===== src/rtl/sup_pkg.sv =====
// Shared constants and select-code decoding for the supervisory reset controller.
// Assumes 3-bit select codes; the tables return multiples of a base time unit.
package sup_pkg;
    localparam int SEL_W = 3;
    typedef logic [SEL_W-1:0] sup_sel_t;

    // Release delay in base units; code 7 is not allowed and maps to the longest value.
    function automatic int unsigned rd_units(input sup_sel_t code);
        case (code)
            3'd0:    return 1;
            3'd1:    return 8;
            3'd2:    return 16;
            3'd3:    return 32;
            3'd4:    return 64;
            3'd5:    return 128;
            default: return 512;
        endcase
    endfunction

    // Watchdog timeout in base units; zero means the watchdog is off.
    function automatic int unsigned wd_units(input sup_sel_t code);
        case (code)
            3'd1:    return 2;
            3'd2:    return 16;
            3'd3:    return 32;
            3'd4:    return 64;
            3'd5:    return 128;
            3'd6:    return 512;
            default: return 0;
        endcase
    endfunction
endpackage


===== src/rtl/sup_sync_filter.sv =====
// Two-flop synchroniser followed by a width qualifier: the filtered level only
// follows the synchronised input after that input has differed from it for MIN_W
// consecutive cycles. Assumes MIN_W >= 1; INIT is the level held during reset.
module sup_sync_filter #(
    parameter int MIN_W = 1,
    parameter bit INIT  = 1'b0
) (
    input  logic clk,
    input  logic rst_n,
    input  logic async_in,
    output logic level
);
    logic [1:0] sync_q;

    // Bring the asynchronous input into the clock domain.
    always_ff @(posedge clk) begin
        if (!rst_n) sync_q <= {2{INIT}};
        else        sync_q <= {sync_q[0], async_in};
    end

    generate
        if (MIN_W <= 1) begin : g_direct
            // Register the synchronised level without qualification.
            always_ff @(posedge clk) begin
                if (!rst_n) level <= INIT;
                else        level <= sync_q[1];
            end
        end else begin : g_qual
            localparam int QW = $clog2(MIN_W);
            logic [QW-1:0] run;

            // Count consecutive differing samples and accept the new level at MIN_W.
            always_ff @(posedge clk) begin
                if (!rst_n) begin
                    run   <= '0;
                    level <= INIT;
                end else if (sync_q[1] == level) begin
                    run <= '0;
                end else if (run == QW'(MIN_W - 1)) begin
                    run   <= '0;
                    level <= sync_q[1];
                end else begin
                    run <= run + 1'b1;
                end
            end
        end
    endgenerate
endmodule


===== src/rtl/sup_tick.sv =====
// Free-running prescaler: one-cycle tick every DIV clock cycles. Assumes DIV >= 2.
module sup_tick #(
    parameter int DIV = 4
) (
    input  logic clk,
    input  logic rst_n,
    output logic tick
);
    localparam int DW = $clog2(DIV);
    logic [DW-1:0] cnt;

    // Divide the clock and emit a registered tick pulse on wrap.
    always_ff @(posedge clk) begin
        if (!rst_n) begin
            cnt  <= '0;
            tick <= 1'b0;
        end else if (cnt == DW'(DIV - 1)) begin
            cnt  <= '0;
            tick <= 1'b1;
        end else begin
            cnt  <= cnt + 1'b1;
            tick <= 1'b0;
        end
    end
endmodule


===== src/rtl/sup_wdog.sv =====
// Watchdog timer: any change of the qualified service level restarts it, unless a
// blanking window from the previous accepted change is still open. Emits a one-cycle
// timeout when `limit` ticks pass without service. Assumes limit >= 1 when enabled;
// `clear` holds everything at zero.
module sup_wdog #(
    parameter int CNT_W       = 11,
    parameter int BLANK_TICKS = 8
) (
    input  logic             clk,
    input  logic             rst_n,
    input  logic             tick,
    input  logic             wd_lvl,
    input  logic             clear,
    input  logic             enable,
    input  logic [CNT_W-1:0] limit,
    output logic             timeout
);
    localparam int BW = $clog2(BLANK_TICKS + 1);

    logic             lvl_q;
    logic [BW-1:0]    blank;
    logic [CNT_W-1:0] cnt;
    logic             accept;

    assign accept = (wd_lvl ^ lvl_q) && (blank == '0) && !clear;

    // Remember the previous level so that both directions of change are seen.
    always_ff @(posedge clk) begin
        if (!rst_n) lvl_q <= 1'b0;
        else        lvl_q <= wd_lvl;
    end

    // Open the blanking window on an accepted edge and close it tick by tick.
    always_ff @(posedge clk) begin
        if (!rst_n || clear)            blank <= '0;
        else if (accept)                blank <= BW'(BLANK_TICKS);
        else if (tick && blank != '0)   blank <= blank - 1'b1;
    end

    // Count ticks since the last service and flag expiry.
    always_ff @(posedge clk) begin
        if (!rst_n) begin
            cnt     <= '0;
            timeout <= 1'b0;
        end else begin
            timeout <= 1'b0;
            if (clear || !enable || accept) begin
                cnt <= '0;
            end else if (tick) begin
                if (cnt == limit - CNT_W'(1)) begin
                    cnt     <= '0;
                    timeout <= 1'b1;
                end else begin
                    cnt <= cnt + 1'b1;
                end
            end
        end
    end
endmodule


===== src/rtl/sup_reset_ctrl.sv =====
// Supervisory reset controller. Combines supply-good, manual reset and watchdog into
// one system reset, holds it for a selectable release delay, and flags select
// combinations that are not allowed. Assumes all three sources are asynchronous and
// the select codes are quasi-static.
module sup_reset_ctrl
    import sup_pkg::*;
#(
    parameter int TICK_DIV    = 4,
    parameter int UNIT_TICKS  = 2,
    parameter int BLANK_TICKS = 8,
    parameter int SUP_MIN_W   = 1,
    parameter int MR_MIN_W    = 5,
    parameter int WD_MIN_W    = 3,
    parameter bit ACTIVE_HIGH = 1'b0
) (
    input  logic             clk,
    input  logic             rst_n,
    input  logic             supply_ok,
    input  logic             mr_n,
    input  logic             wd_in,
    input  logic [SEL_W-1:0] rd_sel,
    input  logic [SEL_W-1:0] wd_sel,
    output logic             sys_rst,
    output logic             cfg_illegal
);
    localparam int MAX_TICKS = 512 * UNIT_TICKS;
    localparam int CNT_W     = $clog2(MAX_TICKS + 1);

    logic             tick;
    logic             sup_lvl;
    logic             mr_lvl;
    logic             wd_lvl;
    logic             wd_timeout;
    logic             rst_act;
    logic             hold_req;
    logic             wd_en;
    logic [CNT_W-1:0] rd_ticks;
    logic [CNT_W-1:0] wd_ticks;
    logic [CNT_W-1:0] dly_cnt;

    // Decode the select codes into tick counts.
    assign rd_ticks    = CNT_W'(rd_units(rd_sel) * UNIT_TICKS);
    assign wd_ticks    = CNT_W'(wd_units(wd_sel) * UNIT_TICKS);
    assign wd_en       = (wd_ticks != '0);
    assign cfg_illegal = (rd_sel == 3'd7) || (wd_sel == 3'd7) ||
                         (wd_en && (rd_ticks > wd_ticks));
    assign hold_req    = !sup_lvl || !mr_lvl;

    sup_tick #(.DIV(TICK_DIV)) u_tick (
        .clk(clk), .rst_n(rst_n), .tick(tick)
    );

    sup_sync_filter #(.MIN_W(SUP_MIN_W), .INIT(1'b0)) u_sup_in (
        .clk(clk), .rst_n(rst_n), .async_in(supply_ok), .level(sup_lvl)
    );

    sup_sync_filter #(.MIN_W(MR_MIN_W), .INIT(1'b1)) u_mr_in (
        .clk(clk), .rst_n(rst_n), .async_in(mr_n), .level(mr_lvl)
    );

    sup_sync_filter #(.MIN_W(WD_MIN_W), .INIT(1'b0)) u_wd_in (
        .clk(clk), .rst_n(rst_n), .async_in(wd_in), .level(wd_lvl)
    );

    sup_wdog #(.CNT_W(CNT_W), .BLANK_TICKS(BLANK_TICKS)) u_wdog (
        .clk(clk), .rst_n(rst_n), .tick(tick), .wd_lvl(wd_lvl),
        .clear(rst_act), .enable(wd_en), .limit(wd_ticks), .timeout(wd_timeout)
    );

    // Hold reset on any cause, then release after the selected number of ticks.
    always_ff @(posedge clk) begin
        if (!rst_n) begin
            rst_act <= 1'b1;
            dly_cnt <= '0;
        end else if (hold_req || wd_timeout) begin
            rst_act <= 1'b1;
            dly_cnt <= '0;
        end else if (rst_act && tick) begin
            if (dly_cnt == rd_ticks - CNT_W'(1)) begin
                rst_act <= 1'b0;
                dly_cnt <= '0;
            end else begin
                dly_cnt <= dly_cnt + 1'b1;
            end
        end
    end

    generate
        if (ACTIVE_HIGH) begin : g_out_high
            assign sys_rst = rst_act;
        end else begin : g_out_low
            assign sys_rst = !rst_act;
        end
    endgenerate
endmodule


===== config.mk =====
export PLATFORM = sky130hd
export DESIGN_NAME = sup_reset_ctrl
export DESIGN_NICKNAME = d
export VERILOG_FILES = /design/src/rtl/sup_pkg.sv /design/src/rtl/sup_sync_filter.sv /design/src/rtl/sup_tick.sv /design/src/rtl/sup_wdog.sv /design/src/rtl/sup_reset_ctrl.sv
export SDC_FILE = /design/constraint.sdc
export NUM_CORES = 1
export LEC_CHECK = 0
export BUFFER_PORTS_ARGS = -buffer_cell sky130_fd_sc_hd__buf_2
export CAP_MARGIN = 15
export CORE_ASPECT_RATIO = 1.25
export CORE_MARGIN = 4
export CORE_UTILIZATION = 55
export CTS_CLUSTER_DIAMETER = 150
export DETAILED_ROUTE_END_ITERATION = 16
export GPL_TIMING_DRIVEN = 0
export MAX_ROUTING_LAYER = met4
export PLACE_DENSITY = 0.78
export SLEW_MARGIN = 40
export SYNTH_ARGS = -nofsm -noshare
export SYNTH_HDL_FRONTEND = slang
export SYNTH_HIERARCHICAL = 1
export SYNTH_SLANG_ARGS = --single-unit
export TNS_END_PERCENT = 5

===== constraint.sdc =====
create_clock -name clk -period 2.95 [get_ports clk]
set_input_delay 0.59 -clock clk [delete_from_list [all_inputs] [get_ports clk]]
set_output_delay 0.59 -clock clk [all_outputs]
set_load 0.005 [all_outputs]

==> qor.txt, run 1 <==
Max FO, Critical Path: 8
Ratio of cells with drive above 1 in the final layout: 0.122
Crit share post-route: 0.950
Worst slack, placed: -0.382 ns
TritonCTS Buffers: 5
Die width: 71.4 um
Total gr overflow: 0
Status: finished clean
Max VDD drop: 0.000285 V
Most common cell after layout, fill and taps aside: dfxtp_1
Most frequent cells in the layout: 46 x dfxtp_1, 28 x conb_1, 27 x nor2_1, 20 x inv_1, 20 x xnor2_1
Area Growth Syn to Fin: 12.4%
Vias in the first global route: 2323
Min-delay src: u_mr_in/sync_q[0]
Maximum clock rate: 357 MHz
Vias: 2348
Detailed Route WL: 5250 um
Final Hold Vio Count: 0
Die H: 87.3 um
CP Capture Type: flip-flop
Area of the mapped netlist: 0.00277 sq mm
Gate power share: 0.114
EDFF count, synth: 0
PD cells: 365 mW/mm^2
Mean Syn Cell Area: 8.61 sq um
GR Util All Layers: 0.190
Worst EP required: 3.12 ns
DRT antenna net count: 0
CTS tree: done
Post-synthesis register bit count: 46
Hold Crit Class: reg2reg
CTS Hold Bufs: 0
Final setup skew: 0.00689 ns
Pins Over Slew Limit: 0
Seq pwr share: 0.559
Reg2Reg Launch Point: u_wdog/blank[0]
Clk_lat worst skew: 0.29 ns
DRC: 0
Max Cap Viol: 0
Initial antenna violation count: 0
Setup violators final: 0
Rows: 28
P_int: 853 uW
Post-layout minimum cycle time: 2.80 ns
IO Count: 13
Critical Path AT: 2.98 ns
Clock Tree Buf Depth: 2
Switch Pwr: 281 uW
Critical path startpoint: wd_sel[1]
Initial drt markers: 80
Initial Utilization: 0.576
Clock power frac: 0.327
Type of the worst setup path: in2reg
H-Tree Depth: 2
Fin nets: 393
Die area: 0.00623 sq mm
Final worst-path setup slack: 0.148 ns
Sequential area share after synthesis: 0.333
Worst setup SP type: input port
Core area: 0.00480 sq mm
DR vias/cell: 5.46
Dpl hpwl: 3980 um
I/O Buffers: 12
Wire per inst: 12.2 um
P_leak: 1.18 nW
FFs w/ async S/R, synth: 0
RSZ-0062 raised after global routing: no
Pin count of the biggest net entering global routing: 20
Ant. Diodes: 0
Sink Count: 46
Hold slack: 0.424 ns
Routability Congestion: 0.835
Global-route wire length before repair: 9620 um
Most used DFF post-synth: dfxtp_1
Post-synth cell types: 62
CTS clk-pin slew, worst paths: 0.08 ns
Switching share of power: 0.248
Root Buffer: clkbuf_8
Yosys warns: 6
DR pass1 iterations: 4
Synthesized instance count: 321
sequential cells by signal, summed over array words and instances, names as in the netlist, 3 cells and up:
signal / flops
u_wdog/blank: 4
dly_cnt: 11
u_wdog/cnt: 11
u_mr_in/g_qual.run: 3
power by group through the flow:
stage | clock (mW) | sequential [mW] | combinational [mW]
final | 0.371 | 0.635 | 0.129
after global routing | 0.402 | 0.636 | 0.146
after CTS | 0.382 | 0.635 | 0.127
after detailed placement | 0 | 0.649 | 0.125
after global placement | 0 | 0.649 | 0.122
after floorplan | 0 | 0.648 | 0.0934
layer usage:
layer	GRT usage	vias up	routed length (um)
li1	-	1224	-
met1	0.220	1097	2400
met2	0.324	18	2670
met3	0.0346	9	100
met4	0.0735	0	77
met5	-	-	0
cell usage after synthesis, types with 3 or more instances:
cell       n  area (sq um)
o21ai_0   12          60.1
a21boi_0   3          22.5
xor2_1    14           123
a21oi_1   13          65.1
nor2b_1    3          18.8
nand3_1    8          40.0
nand2_1   17          63.8
nor3_1    14          70.1
and3_1     5          31.3
inv_1     20          75.1
or3b_2     4          35.0
xnor2_1   20           175
nor3b_1    4          30.0
and2_1     7          43.8
nor2_1    27           101
buf_2      3          15.0
and3b_1    5          43.8
dfxtp_1   46           921
nand2b_1   7          43.8
nand3b_1   4          30.0
or3_1      3          18.8
ha_1      13           163
nand4_1    9          56.3
nor4_1     6          37.5
critical path, cell delays in order:
cell	delay, ns
buf_2	0.14
or3b_2	0.23
inv_1	0.10
or4_4	0.57
or4b_4	0.54
o22ai_2	0.15
o22ai_2	0.15
nor4b_4	0.26
buf_4	0.18
nor4_1	0.05
worst paths after layout:
check / end / slack (ns) / depth (start not counted)
worst min register to register: u_mr_in/sync_q[1] / 0.42 / 1
worst max register to register: u_wdog/cnt[4] / 0.78 / 9
worst min-delay path: u_mr_in/sync_q[1] / 0.42 / 1
worst max-delay path: u_wdog/cnt[4] / 0.15 / 10
layout make-up:
type,count,area (sq um)
buffer,8,42.5
timing repair buffer,14,75.1
multi-input combinational,274,1830
fill,432,1690
tap,60,75.1
sequential,46,921
clock buffer,6,72.6
clock inverter,2,13.8
inverter,20,75.1
metrics by stage:
step	instances	TNS, ns	power, mW	cell area (sq um)	utilization
6_report	430	0	1.13	3110	0.648
5_1_grt	430	0	1.18	3110	0.648
4_1_cts	430	0	1.14	3110	0.648
3_5_place_dp	420	-3.44	0.774	3000	0.625
3_3_place_gp	420	-2.91	0.770	3000	0.625
2_1_floorplan	348	0	0.741	2870	-
cell families after synthesis:
| group | share of synthesized area |
|---|---|
| buffers and inverters | 0.0425 |
| adders and majority gates | 0.0588 |
| other | 0.00136 |
| xor gates and xnor gates | 0.108 |
| and+or+nand+nor | 0.308 |
| DFF | 0.333 |
| AOI/OAI and AO/OA | 0.142 |
| muxes | 0.00724 |
timing repair:
| action | in CTS | in global routing |
|---|---|---|
| resized for setup | 1 | 0 |
| endpoints found under the setup margin | 9 | 0 |
| setup buffers | 2 | 0 |
(Power assumes the default switching activity.)
==> run 2, diff against run 1 <==
ABC_AREA = 1   (was not set)
CORE_UTILIZATION = 56   (was 55)
PLACE_DENSITY = 0.79   (was 0.78)
==> run 2 against run 1 <==
Effect of this change: first-iteration DRC count is 1.3% higher; critical path type is now in2out; routed wire length grew 2.3%; non-clock buffer count is 10 lower; die area up 2.9%; hold slack worse by 0.016 ns; clock power up 24%; largest cell class unchanged; worst setup slack worse by 0.0072 ns; sequential share of layout area is 1.0 points lower; clock skew shrank 0.0040 ns.
==> qor.txt, run 2 <==
P_leak: 1.47 nW
Reg2Reg Launch Point: u_tick/tick
Area Growth Syn to Fin: 10.9%
CP Capture Type: output port
Xor/xnor share of the synthesized area: 0.0543
Synth Area in Simple Gates: 0.401
Top-area cell type share of the netlist area: 0.317
Rows: 29
Post-synthesis register bit count: 46
Synth Area in Compound Gates: 0.0530
Max Cap Viol: 0
Post-synth cell types: 33
Max FO, Critical Path: 5
Final Hold Vio Count: 0
Area share of fa/ha/maj cells after synthesis: 0.0560
Worst EP required: 2.36 ns
Final setup skew: 0.00290 ns
Critical path startpoint: wd_sel[2]
Combinational family with the most area after synthesis: simple AND/OR/NAND/NOR gates
DRC: 0
Fin nets: 500
Clock power frac: 0.374
Die width: 72.4 um
Final Util: 0.639
Mean Syn Cell Area: 6.54 sq um
Worst setup SP type: input port
Maximum clock rate: 356 MHz
Sequential area share after synthesis: 0.317
Fin Setup TNS: 0 ns
Setup crit end: cfg_illegal
Count leader, synth: nand2_1
Total gr overflow: 0
Ratio of cells with drive above 1 in the final layout: 0.145
Clk_lat worst skew: 0.28 ns
PD cells: 382 mW/mm^2
CTS clk-pin slew, worst paths: 0.07 ns
FF-to-FF path depth: 7
Pins Over Slew Limit: 0
Area of the mapped netlist: 0.00291 sq mm
Switching share of power: 0.227
CTS tree: done
TritonCTS Buffers: 5
Setup violators final: 0
Largest cells by area after synthesis: dfxtp_1 32%, nand2_1 15%, inv_1 10%, nor2_1 6.6%, ha_1 5.6%
Most frequent cells in the layout: 115 x nand2_1, 79 x inv_1, 50 x nor2_1, 46 x dfxtp_1, 27 x nand3_1
Hold slack: 0.409 ns
Largest registers: dly_cnt: 11 flops, u_wdog/cnt: 11 flops, u_wdog/blank: 4 flops
Most common cell after layout, fill and taps aside: nand2_1
Core area: 0.00504 sq mm
H-Tree Depth: 2
Yosys warns: 6
Most frequent cells after synthesis: 115 x nand2_1, 79 x inv_1, 51 x nor2_1
FFs w/ async S/R, synth: 0
Critical Path AT: 2.22 ns
Hold Crit Class: reg2reg
Reg2reg setup slack: 1.37 ns
GR Util All Layers: 0.187
Wire per inst: 9.98 um
Dpl hpwl: 4230 um
Initial antenna violation count: 0
CTS Hold Bufs: 0
Switch Pwr: 280 uW
Global-route wire length before repair: 9390 um
Pin count of the biggest net entering global routing: 15
Max VDD drop: 0.000406 V
Ant. Diodes: 0
IO Count: 13
I/O Buffers: 11
Type of the worst setup path: in2out
DR pass1 iterations: 5
Detailed Route WL: 5370 um
Initial drt markers: 81
Final instance area: 0.00322 sq mm
Sink Count: 46
Filler cells: 468
Reg-to-reg endpoint: u_wdog/cnt[10]
Seq pwr share: 0.515
Die H: 88.5 um
EDFF count, synth: 0
Routability Congestion: 0.816
Cell Area, Placed: 0.00309 sq mm
Crit share post-route: 0.952
Most used DFF post-synth: dfxtp_1
Power, Total: 1.23 mW
Gate power share: 0.111
Initial Utilization: 0.576
Vias in the first global route: 2377
DRT antenna net count: 0
DR vias/cell: 4.85
Post-synth top area cell: dfxtp_1
Status: finished clean
Mux cell area share after synthesis: 0.00345
Synthesized instance count: 444
Post-layout minimum cycle time: 2.81 ns
Vias: 2609
Die area: 0.00641 sq mm
Root Buffer: clkbuf_8
P_int: 951 uW
Clock Tree Buf Depth: 2
run 2: how the worst min path moves through the flow:
stage,startpoint,end,slack [ns],depth (start not counted)
floorplan,u_wd_in/g_qual.run[0],u_wd_in/g_qual.run[0],0.39,1
global placement,u_wd_in/sync_q[0],u_wd_in/sync_q[1],0.39,2
detailed placement,u_wd_in/g_qual.run[0],u_wd_in/g_qual.run[0],0.40,1
CTS,u_wd_in/g_qual.run[0],u_wd_in/g_qual.run[0],0.41,1
global route,u_wd_in/sync_q[0],u_wd_in/sync_q[1],0.43,2
finish,u_wd_in/g_qual.run[0],u_wd_in/g_qual.run[0],0.41,1
run 2: kinds of logic after synthesis:
kind of cell | after synthesis
buf+inv | 86
simple gates | 251
flops | 46
xor+xnor | 18
fa+ha+maj | 13
mux | 1
compound gates | 28
other cells | 1
run 2: repair_timing:
item / CTS / global route
setup buffers: 0 / 0
resized for setup: 0 / 4
setup endpoints to repair: 0 / 1
run 2: per-stage QoR:
step	setup WS [ns]	cells
3_3_place_gp	0.0903	531
2_1_floorplan	0.483	458
3_5_place_dp	0.0339	531
4_1_cts	0.0352	538
5_1_grt	-0.00106	538
6_report	0.140	538
run 2: critical path, cell delays in order:
cell and delay (ns):
buf_2 0.13, inv_1 0.10, nor3_2 0.37, inv_1 0.09, ha_1 0.31, a21o_1 0.16, a21oi_1 0.15, nand3_1 0.09
nand3_1 0.07, nand2_1 0.05, buf_2 0.12
run 2: cell type report:
class,instances,area [sq um],area share
multi-input combinational,326,1720,0.535
sequential,46,921,0.286
inverter,85,319,0.0991
clock buffer,6,82.6,0.0256
tap,62,77.6,0.0241
timing repair buffer,11,55.1,0.0171
clock inverter,1,30.0,0.00932
buffer,1,11.3,0.00350
run 2: metal layers:
metal	track usage	part of all wire
met3	0.0352	0.022
met1	0.200	0.44
met2	0.336	0.52
met5	-	0
met4	0.0755	0.016
run 2: power groups by stage:
stage	clock network (mW)	logic, mW	registers [mW]
floorplan	0	0.102	0.647
global placement	0	0.128	0.648
detailed placement	0	0.133	0.649
CTS	0.478	0.134	0.634
global route	0.507	0.160	0.635
finish	0.460	0.136	0.634
==> run 3, diff against run 2 <==
RECOVER_POWER = 50   (was not set)
TNS_END_PERCENT = not set   (was 5)
==> run 3 against run 2 <==
Effect of this change: register-to-register slack is essentially flat; fmax is essentially flat; final cell count is the same; hold slack is essentially flat; combinational power is essentially flat; total power shrank 0.14%; largest cell class unchanged; critical path depth is the same; sequential power is essentially flat; flip-flop and latch count is the same; global-route usage is the same; clock power is essentially flat; highest routed layer unchanged.
==> qor.txt, run 3 (same netlist as run 2, synthesis figures left out) <==
Status: finished clean
Wire per inst: 9.93 um
Ant. Diodes: 0
Global-route wire length before repair: 9390 um
Worst path slowest cell: nor3_2
Reg2reg setup slack: 1.37 ns
Initial drt markers: 73
Max FO, Critical Path: 5
CP Capture Type: output port
Routability Congestion: 0.816
CTS tree: done
PD cells: 382 mW/mm^2
Reg2Reg Launch Point: u_tick/tick
CTS Hold Bufs: 0
Worst setup SP type: input port
Ratio of cells with drive above 1 in the final layout: 0.134
Rows: 29
Post-layout minimum cycle time: 2.81 ns
Vias: 2601
Area Growth Syn to Fin: 10.6%
Clock Tree Buf Depth: 2
Final setup skew: 0.00278 ns
Most common cell after layout, fill and taps aside: nand2_1
WP buf/inv: 4
Hold Crit Class: reg2reg
Setup violators final: 0
Max VDD drop: 0.000406 V
DR vias/cell: 4.83
Setup bufs post-CTS: 0
Crit-path cells: buf_2 > inv_1 > nor3_2 > inv_1 > ha_1 > a21o_1 > a21oi_1 > nand3_1 > nand3_1 > nand2_1 > buf_2
CTS clk-pin slew, worst paths: 0.07 ns
Die H: 88.5 um
Hold worst-path end: u_wd_in/g_qual.run[0]
I/O Buffers: 11
Initial antenna violation count: 0
Hold Crit Depth: 1
Hold slack: 0.409 ns
Clk_lat worst skew: 0.28 ns
Sink Count: 46
DRC: 0
TritonCTS Buffers: 5
Vias in the first global route: 2377
Largest registers: dly_cnt: 11 flops, u_wdog/cnt: 11 flops, u_wdog/blank: 4 flops
DRT antenna net count: 0
Detailed Route WL: 5350 um
Root Buffer: clkbuf_8
Maximum clock rate: 356 MHz
Final Hold Vio Count: 0
Dpl hpwl: 4230 um
Die width: 72.4 um
IO Count: 13
FF-to-FF path depth: 7
Critical Path AT: 2.22 ns
Worst path top cell family by delay: simple AND/OR/NAND/NOR gates
Most frequent cells in the layout: 115 x nand2_1, 79 x inv_1, 51 x nor2_1, 46 x dfxtp_1, 27 x nand3_1
DR pass1 iterations: 4
Min-delay src: u_wd_in/g_qual.run[0]
Worst slack, placed: 0.0339 ns
Max-slew headroom: 0.644
H-Tree Depth: 2
Total gr overflow: 0
P_leak: 1.46 nW
Die area: 0.00641 sq mm
Pins Over Slew Limit: 0
Core area: 0.00504 sq mm
Max Cap Viol: 0
Crit share post-route: 0.952
GR Util All Layers: 0.187
Fin nets: 500
Pin count of the biggest net entering global routing: 15
Reg-to-reg endpoint: u_wdog/cnt[10]
Type of the worst setup path: in2out
Worst EP required: 2.36 ns
Final worst-path setup slack: 0.140 ns
Total stage count of the critical path: 11
Worst slew pin tran: 0.534 ns
CTS resizes: 0
Initial Utilization: 0.576
Slowest stage delay, CP: 0.37 ns
-- run 3: cell types whose count changed in the layout (fill, tap and decap cells not counted), sizes merged --
| cell | before | now |
|---|---|---|
| buf | 12 | 11 |
| inv | 85 | 84 |
| clkbuf | 6 | 7 |
| clkinv | 0 | 1 |
-- run 3: layout make-up --
cell class | instances | area, sq um
Tap cell | 62 | 77.6
Inverter | 85 | 319
Timing Repair Buffer | 11 | 53.8
Clock buffer | 6 | 82.6
Buffer | 1 | 11.3
Clock inverter | 1 | 30.0
Sequential cell | 46 | 921
Multi-Input combinational cell | 326 | 1720
Fill cell | 472 | 1830
-- run 3: how the worst max path moves through the flow --
stage                       end  slack [ns]  startpoint
finish              cfg_illegal        0.14   wd_sel[2]
global route        cfg_illegal      -0.001   wd_sel[1]
CTS                 cfg_illegal        0.04   wd_sel[1]
detailed placement  cfg_illegal        0.03   wd_sel[1]
global placement    cfg_illegal        0.09   wd_sel[2]
floorplan           cfg_illegal        0.48   wd_sel[1]
-- run 3: report_power, final --
group | switching [mW] | internal (mW) | leakage [nW] | total [mW]
logic | 0.0857 | 0.0498 | 1.03 | 0.135
clock network | 0.188 | 0.271 | 0.0573 | 0.459
registers | 0.00458 | 0.629 | 0.373 | 0.634
total | 0.278 | 0.950 | 1.46 | 1.23
-- run 3: layer usage --
layer	up-vias	GRT usage	wire (um)
met3	8	0.0352	108
met2	37	0.336	2770
met4	0	0.0755	87
li1	1410	-	-
met5	-	-	0
met1	1146	0.200	2380
-- run 3: metrics by stage --
| stage | total power [mW] | cells | utilization | cell area [sq um] | TNS [ns] |
|---|---|---|---|---|---|
| after floorplan | 0.749 | 458 | - | 2960 | 0 |
| after detailed placement | 0.782 | 531 | 0.613 | 3090 | 0 |
| after global placement | 0.776 | 531 | 0.613 | 3090 | 0 |
| after global routing | 1.30 | 538 | 0.637 | 3210 | -0.00106 |
| after CTS | 1.25 | 538 | 0.635 | 3200 | 0 |
| final | 1.23 | 538 | 0.637 | 3210 | 0 |
